[config.mk]
export PLATFORM = sky130hd
export DESIGN_NAME = pwrsw_irq_regs
export DESIGN_NICKNAME = d
export VERILOG_FILES = /design/src/rtl/pwrsw_pkg.sv /design/src/rtl/pwrsw_req_capture.sv /design/src/rtl/pwrsw_ack_seq.sv /design/src/rtl/pwrsw_irq_regs.sv
export SDC_FILE = /design/constraint.sdc
export NUM_CORES = 1
export LEC_CHECK = 0
export BUFFER_PORTS_ARGS = -buffer_cell sky130_fd_sc_hd__buf_2
export CAP_MARGIN = 40
export CORE_AREA = 5 5 59 61
export CTS_CLUSTER_SIZE = 30
export DETAILED_ROUTE_END_ITERATION = 6
export DIE_AREA = 0 0 64 66
export PLACE_DENSITY = 0.74
export SYNTH_ARGS = -nofsm -noshare
export SYNTH_HDL_FRONTEND = slang
export SYNTH_SLANG_ARGS = --single-unit
[constraint.sdc]
create_clock -name clk -period 0.99 [get_ports clk]
set_clock_uncertainty 0.05 [all_clocks]
set_input_delay 0.099 -clock clk [delete_from_list [all_inputs] [get_ports clk]]
set_output_delay 0.099 -clock clk [all_outputs]
set_load 0.05 [all_outputs]
[src/rtl/pwrsw_pkg.sv]
package pwrsw_pkg;
    localparam logic [7:0] OFF_STATUS = 8'hDC;
    localparam logic [7:0] OFF_MASK   = 8'hE0;
    localparam logic [7:0] OFF_CLEAR  = 8'hE4;
    localparam logic [7:0] OFF_CTRL   = 8'hE8;

    localparam int BUS_OK_BIT = 0;
    localparam int IO_OK_BIT  = 2;

    typedef enum logic {
        ACK_IDLE = 1'b0,
        ACK_HOLD = 1'b1
    } ack_state_e;
endpackage

[src/rtl/pwrsw_req_capture.sv]
module pwrsw_req_capture #(
    parameter int N_REQ = 4
) (
    input  logic             clk,
    input  logic             rst_n,
    input  logic [N_REQ-1:0] req_in,
    input  logic [N_REQ-1:0] clr_bits,
    output logic [N_REQ-1:0] status_o
);
    logic [N_REQ-1:0] req_q;

    for (genvar i = 0; i < N_REQ; i++) begin : g_bit
        logic rise;
        logic stat_q;

        assign rise = req_in[i] & ~req_q[i];

        always_ff @(posedge clk) begin
            if (!rst_n) begin
                req_q[i] <= 1'b0;
                stat_q   <= 1'b0;
            end else begin
                req_q[i] <= req_in[i];
                // a fresh edge overrides a clear in the same cycle
                stat_q   <= rise | (stat_q & ~clr_bits[i]);
            end
        end

        assign status_o[i] = stat_q;
    end
endmodule

[src/rtl/pwrsw_ack_seq.sv]
module pwrsw_ack_seq
    import pwrsw_pkg::*;
(
    input  logic       clk,
    input  logic       rst_n,
    input  logic       ctrl_wr,
    input  logic       bus_ok_in,
    input  logic       io_ok_in,
    output logic       ack_bus,
    output logic       ack_io,
    output logic [1:0] ctrl_view
);
    ack_state_e state_q, state_d;
    logic [1:0] held_q, held_d;

    always_comb begin
        state_d = ACK_IDLE;
        held_d  = 2'b00;
        unique case (state_q)
            ACK_IDLE, ACK_HOLD: begin
                if (ctrl_wr) begin
                    state_d = ACK_HOLD;
                    held_d  = {io_ok_in, bus_ok_in};
                end
            end
            default: state_d = ACK_IDLE;
        endcase
    end

    always_ff @(posedge clk) begin
        if (!rst_n) begin
            state_q <= ACK_IDLE;
            held_q  <= 2'b00;
        end else begin
            state_q <= state_d;
            held_q  <= held_d;
        end
    end

    always_comb begin
        ack_bus   = 1'b0;
        ack_io    = 1'b0;
        ctrl_view = 2'b00;
        unique case (state_q)
            ACK_HOLD: begin
                ack_bus   = held_q[0];
                ack_io    = held_q[1];
                ctrl_view = held_q;
            end
            default: ;
        endcase
    end
endmodule

[src/rtl/pwrsw_irq_regs.sv]
module pwrsw_irq_regs
    import pwrsw_pkg::*;
#(
    parameter int N_REQ  = 4,
    parameter int ADDR_W = 8,
    parameter int DATA_W = 32
) (
    input  logic              clk,
    input  logic              rst_n,
    input  logic              wr_en,
    input  logic [ADDR_W-1:0] addr,
    input  logic [DATA_W-1:0] wdata,
    output logic [DATA_W-1:0] rdata,
    input  logic [N_REQ-1:0]  req_in,
    output logic              irq,
    output logic              ack_bus,
    output logic              ack_io
);
    localparam logic [N_REQ-1:0] MASK_RST = {N_REQ{1'b1}};

    logic             hit_status, hit_mask, hit_clear, hit_ctrl;
    logic [N_REQ-1:0] status_q;
    logic [N_REQ-1:0] mask_q;
    logic [N_REQ-1:0] clr_bits;
    logic [1:0]       ctrl_view;
    logic             unused_wdata;

    assign hit_status = (addr == ADDR_W'(OFF_STATUS));
    assign hit_mask   = (addr == ADDR_W'(OFF_MASK));
    assign hit_clear  = (addr == ADDR_W'(OFF_CLEAR));
    assign hit_ctrl   = (addr == ADDR_W'(OFF_CTRL));

    assign clr_bits     = (wr_en && hit_clear) ? wdata[N_REQ-1:0] : '0;
    assign unused_wdata = ^wdata[DATA_W-1:N_REQ];

    pwrsw_req_capture #(.N_REQ(N_REQ)) u_capture (
        .clk      (clk),
        .rst_n    (rst_n),
        .req_in   (req_in),
        .clr_bits (clr_bits),
        .status_o (status_q)
    );

    always_ff @(posedge clk) begin
        if (!rst_n) begin
            mask_q <= MASK_RST;
        end else if (wr_en && hit_mask) begin
            mask_q <= wdata[N_REQ-1:0];
        end
    end

    pwrsw_ack_seq u_ack (
        .clk       (clk),
        .rst_n     (rst_n),
        .ctrl_wr   (wr_en && hit_ctrl),
        .bus_ok_in (wdata[BUS_OK_BIT]),
        .io_ok_in  (wdata[IO_OK_BIT]),
        .ack_bus   (ack_bus),
        .ack_io    (ack_io),
        .ctrl_view (ctrl_view)
    );

    assign irq = |(status_q & mask_q);

    always_comb begin
        rdata = '0;
        if (hit_status) begin
            rdata[N_REQ-1:0] = status_q;
        end else if (hit_mask) begin
            rdata[N_REQ-1:0] = mask_q;
        end else if (hit_ctrl) begin
            rdata[BUS_OK_BIT] = ctrl_view[0];
            rdata[IO_OK_BIT]  = ctrl_view[1];
        end
    end
endmodule

=== Word-level counts from Yosys, hierarchy flattened ===
Cells that the tools add are included.

* Register bits: 15
* Bits of input ports: 47
* Output and inout port bits: 35
* Word-level logic and storage cells: 53

* Equal/unequal tests: 4
* Multiplexer cells: 12
* Bitwise operators: 21
* Reductions and logical operators: 5

{| class="wikitable"
|+ Operator list
! operator !! count
|-
| == test 8 bit, second input constant || 4
|-
| 2-to-1 mux 1 bit || 9
|-
| AND 1 bit || 8
|-
| 2-to-1 mux 4 bit || 2
|-
| inverter 1 bit || 8
|-
| AND 4 bit || 1
|-
| bitwise OR 1 bit || 4
|-
| OR reduction 4 bit || 1
|-
| logical AND 1 bit || 3
|-
| 2-to-1 mux 2 bit || 1
|-
| AND reduction 2 bit || 1
|}

=== Depth between registers and ports, before layout ===
Gate-level depths: netlist of run 1.

* Depth in word-level cells: 6
* Gate-level depth with buffers: 5
* Mapped depth without buffers: 3

=== By module ===
A second synthesis of run 1 with hierarchy kept.

* Cell total of the unflattened synthesis: 116
* Area total of the unflattened synthesis: 1,009.7 um2

{| class="wikitable"
|+ By module, submodules not included
! module !! times used !! cells an instance !! area an instance (um2)
|-
| pwrsw_irq_regs || 1 || 78 || 603.1
|-
| pwrsw_req_capture || 1 || 28 || 300.3
|-
| pwrsw_ack_seq || 1 || 10 || 106.4
|}

=== Worst setup path before layout of run 1 ===
Ideal clock, no wire load.

* Path type: reg2out
* Start point: register u_ack.state_q
* End point: output rdata[0]
* Arrival time: 1.655 ns
* Slack: -0.814 ns
* Cell stages (with the launch flop): 4
* Cells stage by stage: dfxtp_1 > and2_1 > mux2i_1 > o2bb2ai_1

* Cells in the longest elaborated chain, start to end: 4

{| class="wikitable"
|+ RTL lines
! element !! line !! text
|-
| from (decl) || pwrsw_ack_seq.sv:13 || <nowiki>ack_state_e state_q, state_d;</nowiki>
|-
| from (signal assigned) || pwrsw_ack_seq.sv:35 || <nowiki>state_q <= state_d;</nowiki>
|-
| 2-to-1 mux 2 bit || pwrsw_ack_seq.sv:44 || <nowiki>unique case (state_q)</nowiki>
|-
| 2-to-1 mux 1 bit || pwrsw_irq_regs.sv:71 || <nowiki>end else if (hit_ctrl) begin</nowiki>
|-
| 2-to-1 mux 1 bit || pwrsw_irq_regs.sv:69 || <nowiki>end else if (hit_mask) begin</nowiki>
|-
| 2-to-1 mux 4 bit || pwrsw_irq_regs.sv:67 || <nowiki>if (hit_status) begin</nowiki>
|-
| to (decl) || pwrsw_irq_regs.sv:13 || <nowiki>output logic [DATA_W-1:0] rdata,</nowiki>
|}

Every way passes these cells.

=== Worst setup path after layout of run 1 ===
* Start point: register u_ack.held_q[1]
* End point: output rdata[2]

* Cells in the longest elaborated chain, start to end: 4

{| class="wikitable"
|+ RTL lines
! element !! line !! text
|-
| from (decl) || pwrsw_ack_seq.sv:14 || <nowiki>logic [1:0] held_q, held_d;</nowiki>
|-
| from (signal assigned) || pwrsw_ack_seq.sv:36 || <nowiki>held_q <= held_d;</nowiki>
|-
| 2-to-1 mux 2 bit || pwrsw_ack_seq.sv:44 ||
|-
| 2-to-1 mux 1 bit || pwrsw_irq_regs.sv:71 ||
|-
| 2-to-1 mux 1 bit || pwrsw_irq_regs.sv:69 ||
|-
| 2-to-1 mux 4 bit || pwrsw_irq_regs.sv:67 ||
|}

Every way passes these cells.

==> results of run 1 <==
## final timing paths
| kind | depth (start not counted) | startpoint | endpoint |
|---|---|---|---|
| setup reg to reg | 3 | mask_q[1] | mask_q[1] |
| hold / removal | 2 | wdata[0] | u_ack.held_q[0] |
| hold reg to reg | 1 | u_capture.req_q[2] | u_capture.g_bit[2].stat_q |
| setup / recovery | 4 | u_ack.held_q[1] | rdata[2] |
## layout make-up
| type | instances | area, um2 |
|---|---|---|
| Clock buffer | 3 | 22.5 |
| Clock inverter | 1 | 5.00 |
| Fill cell | 247 | 1350 |
| Inverter | 4 | 15.0 |
| Multi-Input combinational cell | 86 | 733 |
| Sequential cell | 15 | 313 |
| Tap cell | 33 | 41.3 |
| Timing Repair Buffer | 50 | 444 |
## where the power goes
part / internal (mW) / leakage, nW / total (mW) / switching (mW)
clock: 0.150 / 0.0177 / 0.345 / 0.196
combinational: 0.154 / 0.568 / 0.549 / 0.395
sequential: 0.627 / 0.124 / 0.650 / 0.0236
## registers in the layout (all words and copies together), names as in the netlist
name                    flops
u_ack.held_q                2
u_capture.req_q             4
mask_q                      4
u_capture.g_bit.stat_q      4
u_ack.state_q               1
## worst reg2reg max path: cells and delay by family (launching register included)
| family | cells | cell delay, ps |
|---|---|---|
| AO/OA/AOI/OAI | 1 | 50 |
| buffers and inverters | 1 | 140 |
| flip-flops | 1 | 370 |
| AND/OR/NAND/NOR | 1 | 100 |
## repair_timing
action                     in CTS  in global routing
pin swaps                      13                 25
setup buffers                   5                  4
setup endpoints to repair      16                 18
hold buffers                    5                  0
gates resized for setup        39                 25
hold endpoints to repair        5                  0
## cell families after synthesis
logic type | Yosys count | share of synthesized area (%)
and+or+nand+nor | 42 | 27.2
other | 1 | 0.400
DFF | 15 | 32.0
muxes | 2 | 2.13
buffers and inverters | 37 | 27.1
AOI/OAI and AO/OA | 14 | 11.2
## cells in the final DEF, fill, tap and decap left out, drive strengths merged, types with 2 or more instances in the layout
cell and count:
conb 28, o31ai 4, and2 4, a22oi 2, buf 45, dlygate4sd3 5, inv 4, nand4 4
nand3 5, o22ai 4, nor3 2, nand2 14, nand2b 2, clkbuf 3, nor4 4, dfxtp 15
mux2i 2, o2bb2ai 2, a22o 2
## per-stage QoR
stage	util [%]	power, mW	TNS, ps	worst slack (ps)	instances
2_1_floorplan	-	1.09	-1160	-139	138
3_3_place_gp	39.1	1.09	-5570	-447	175
3_5_place_dp	39.1	1.09	-5830	-523	175
4_1_cts	48.7	1.50	-2980	-307	189
5_1_grt	53.8	1.62	-2500	-358	192
6_report	53.8	1.54	-2000	-308	192
## layer usage
layer  vias to the layer above  track usage [%]
met5                         -                0
met4                         0             2.86
met3                         5             3.74
met2                        44             21.0
met1                       434             13.5
li1                        431                -
==> metrics.cfg, run 1 <==
[global_route]
grt_max_degree=12
grt_overflow=0
grt_usage_pct=11.8
grt_pass1_vias=865
grt_pass1_wl_um=4000
grt_antenna_before_repair=0

[setup_path]
required_ps=840
start_kind=flip-flop
endpoint_kind=primary output
path_cells=and2_4 > mux2i_4 > o2bb2ai_4 > buf_6
path_delay_family=flip-flops
cp_max_fo=2
critPathKind=reg -> out
crit_arrival_ps=1150
r2r_slack_ps=170
crit_slowest_cell=dfxtp_1
cpPeakStageDelay_ps=320
critPathBufInv=1

[die]
start_util_pct=32.1
fp-row-count=20
dieWidth_um=64
chipHeight_um=66
num_io_pins=82
coreArea_um2=2930
die_area_um2=4220

[cts]
clkTransAtPathRegs_ps=90
clkLatencyLatePin_ps=280
cts_buffers=3
cts_buffer_depth=2
clock-root-buffer=clkbuf_4
htreeDepth=1
cts_tree=built
clkSinkCount=15

[placed_design]
postPlaceCellArea_um2=1140
hpwl_um=1780
portBuffers=25
gp_congestion=0.880

[timing]
rsz0062_at_grt=yes
fin_hold_ws_ps=21.9
hold_viol=0
min_period_ps=1300
slew_viol_final=0
layout_setup_ws_ps=-308
setup_violations=11
fin_crit_sh_pct=131
fmax_mhz=770

[route]
maxUsedRoutingLayer=met4
first_iter_violations=28
routed-wl-met2_um=1520
wl_met1_um=1010
drc_errors=0
routed-wl-met3_um=240
via_count=914
ant_nets=0
first_pass_iters=5
routedWlPerCell_um=14.7
avgViaCountPerCell=4.76
routed_wl_um=2820

[yosys]
synthArstFlopShare_pct=0
synth_edf_count=0
avgSynthCellArea_um2=8.45
ys_warn_count=0
synth_seq_cells=15
yosysSeqAreaShare_pct=32.0
synth_top_area_cell=dfxtp_1
synthTopCellsByArea=dfxtp_1, buf_4, nand2_1
synth_cells=111
synth.cell_area_um2=938
yosysMostFrequentCell=buf_4
synth_cell_types=28
synthFlopType=dfxtp_1
synth_commonest_cells=buf_4, dfxtp_1, nand2_1
synth_top_area_share_pct=32.0

[status]
violations=setup timing
status=finished, violations left

[power_and_ir_drop]
max-vdd-ir-drop_uv=758
power_density_nw_per_um2=981
power_leakage_nw=0.709

[layout]
antenna_cells=0
fin_nets=207
drive_above_1_share_pct=51.6
fin_area_um2=1570
area_growth_pct=67.7

[hold_path]
hp-class=in -> reg

[job]
maxCapViolCount=0

Note: power is estimated with default switching activity, not from simulation.
==> run 2, diff against run 1 <==
Settings changed: BUFFER_PORTS_ARGS -buffer_cell sky130_fd_sc_hd__buf_2 to -buffer_cell sky130_fd_sc_hd__clkbuf_2.
==> metrics.cfg, run 2 (synthesis gave the netlist of run 1 again) <==
[timing]
min_period_ps=1310  ; was 1300 ps
rsz0062_at_grt=yes  ; unchanged
fin_crit_sh_pct=132  ; was 131%
layout_setup_ws_ps=-319  ; was -308 ps
hold_viol=0  ; unchanged
tns_ps=-1600  ; was -2000 ps
setup_violations=7  ; was 11
fmax_mhz=764  ; was 770 MHz
slew_viol_final=0  ; unchanged

[cts]
clkSinkCount=15  ; unchanged
postCtsSetupBuffers=0  ; was 5
clkLatencyLatePin_ps=290  ; was 280 ps
clkTransAtPathRegs_ps=90  ; about the same
clock-root-buffer=clkbuf_4  ; unchanged
cts_buffer_depth=2  ; unchanged
cts_tree=built  ; unchanged
htreeDepth=1  ; unchanged
cts_buffers=3  ; unchanged

[die]
start_util_pct=32.1  ; unchanged
dieWidth_um=64  ; unchanged
fp-row-count=20  ; unchanged
chipHeight_um=66  ; unchanged
num_io_pins=82  ; unchanged
die_area_um2=4220  ; unchanged
coreArea_um2=2930  ; unchanged

[layout]
final_common_cell=conb_1  ; unchanged
finalCoreUtilization_pct=47.4  ; was 53.8%
fin_nets=197  ; was 207
antenna_cells=0  ; unchanged
final_cell_mix=conb_1, clkbuf_2, nand2_1, buf_4, dfxtp_1  ; was conb_1, buf_2, nand2_1, buf_6, buf_4
layout.cells.non_filler=182  ; was 192
drive_above_1_share_pct=43.6  ; was 51.6%
area_growth_pct=47.7  ; was 67.7%
reg_top3=mask_q: 4 flops, u_capture.g_bit.stat_q: 4 flops, u_capture.req_q: 4 flops  ; unchanged

[hold_path]
hp-class=in -> reg  ; unchanged

[placed_design]
gp_congestion=0.813  ; was 0.880
dpl.cell_count=174  ; was 175
portBuffers=25  ; unchanged
hpwl_um=1810  ; was 1780 um

[setup_path]
critPathBufInv=3  ; was 1
critPathKind=in -> out  ; was reg -> out
required_ps=840  ; about the same
crit_arrival_ps=1160  ; was 1150 ps
r2r_slack_ps=220  ; was 170 ps
cp_max_fo=3  ; was 2
cpPeakStageDelay_ps=410  ; was 320 ps
path_cells=buf_8 > or3b_4 > nor3_4 > buf_4 > a22o_4 > buf_12  ; was and2_4 > mux2i_4 > o2bb2ai_4 > buf_6
path_delay_family=simple AND/OR/NAND/NOR gates  ; was flip-flops
start_kind=input port  ; was flip-flop
crit_slowest_cell=or3b_4  ; was dfxtp_1
endpoint_kind=primary output  ; unchanged

[route]
routed_wl_um=2180  ; was 2820 um
maxUsedRoutingLayer=met4  ; unchanged
via_count=798  ; was 914
routed-wl-met2_um=1090  ; was 1520 um
drc_errors=0  ; unchanged
wl_met1_um=858  ; was 1010 um
routedWlPerCell_um=12.0  ; was 14.7 um
avgViaCountPerCell=4.38  ; was 4.76
ant_nets=0  ; unchanged
routed-wl-met3_um=197  ; was 240 um
first_pass_iters=4  ; was 5
first_iter_violations=35  ; was 28

[job]
maxCapViolCount=0  ; unchanged

[global_route]
grt_max_degree=13  ; was 12
grt_pass1_wl_um=3140  ; was 4000 um
grt_antenna_before_repair=0  ; unchanged
grt_pass1_vias=738  ; was 865
grt_overflow=0  ; unchanged
grt_usage_pct=9.46  ; was 11.8%

[power_and_ir_drop]
max-vdd-ir-drop_uv=763  ; was 758 uV
power_density_nw_per_um2=1070  ; was 981 nW/um2
power_leakage_nw=0.632  ; was 0.709 nW

[status]
violations=setup timing  ; unchanged
status=finished, violations left  ; unchanged

==> run 2: cell count changes in the layout (fill, tap and decap cells not counted), moves of 2 or more <==
| cell | delta |
|---|---|
| clkbuf_16 | +2 |
| nand2b_2 | -2 |
| o31ai_4 | -4 |
| o31ai_2 | +3 |
| buf_2 | -15 |
| buf_6 | -12 |
| nand2b_1 | +2 |
| dfxtp_1 | +2 |
| nor4_1 | +3 |
| nor4_4 | -4 |
| buf_8 | -2 |
| clkbuf_2 | +15 |
==> run 2: cell type report <==
class                   count  area (um2)
clock inverters             1        5.00
inverters                   4        15.0
flip-flops and latches     15         308
repair buffers             40         360
clock buffers               3        22.5
fillers                   271        1540
multi-input cells          86         634
well taps                  33        41.3
==> run 2: worst register-to-register path, delay by kind of cell (launching register included) <==
| kind | cells | cell delay, ps |
|---|---|---|
| DFF | 1 | 430 |
| and+or+nand+nor | 1 | 80 |
| AOI/OAI and AO/OA | 1 | 150 |
==> run 2: path summary, 6_finish.rpt <==
kind                             startpoint                         to  cells after the start
hold / removal                     wdata[0]            u_ack.held_q[0]                      2
setup / recovery                    addr[4]                   rdata[3]                      6
setup reg to reg  u_capture.g_bit[0].stat_q  u_capture.g_bit[0].stat_q                      2
hold reg to reg          u_capture.req_q[1]  u_capture.g_bit[1].stat_q                      1
==> run 2: metrics by stage <==
stage / hold WS, ps / total power, mW / cell area, um2 / setup WS [ps]
after floorplan: 166 / 1.09 / 1130 / -139
after global placement: 259 / 1.09 / 1150 / -424
after detailed placement: 266 / 1.09 / 1150 / -446
after CTS: 15.5 / 1.48 / 1340 / -335
after global routing: 31.7 / 1.55 / 1390 / -368
final: 20.4 / 1.49 / 1390 / -319
==> run 2: metal layers <==
layer  up-vias  track usage (%)
met2        35             16.5
met1       354             10.7
li1        406                -
met5         -                0
met3         3             2.72
met4         0             3.90
==> run 2: timing repair <==
item | in CTS | in global routing
resized for setup | 23 | 18
setup endpoints to repair | 12 | 12
hold buffers | 4 | 0
hold endpoints to repair | 4 | 0
pin swaps | 6 | 3
==> run 2: where the power goes <==
| group | total [mW] | leakage, nW | internal [mW] | switching, mW |
|---|---|---|---|---|
| clock | 0.353 | 0.0177 | 0.150 | 0.202 |
| combinational | 0.482 | 0.490 | 0.129 | 0.353 |
| sequential | 0.655 | 0.124 | 0.629 | 0.0256 |
| total | 1.49 | 0.632 | 0.909 | 0.581 |
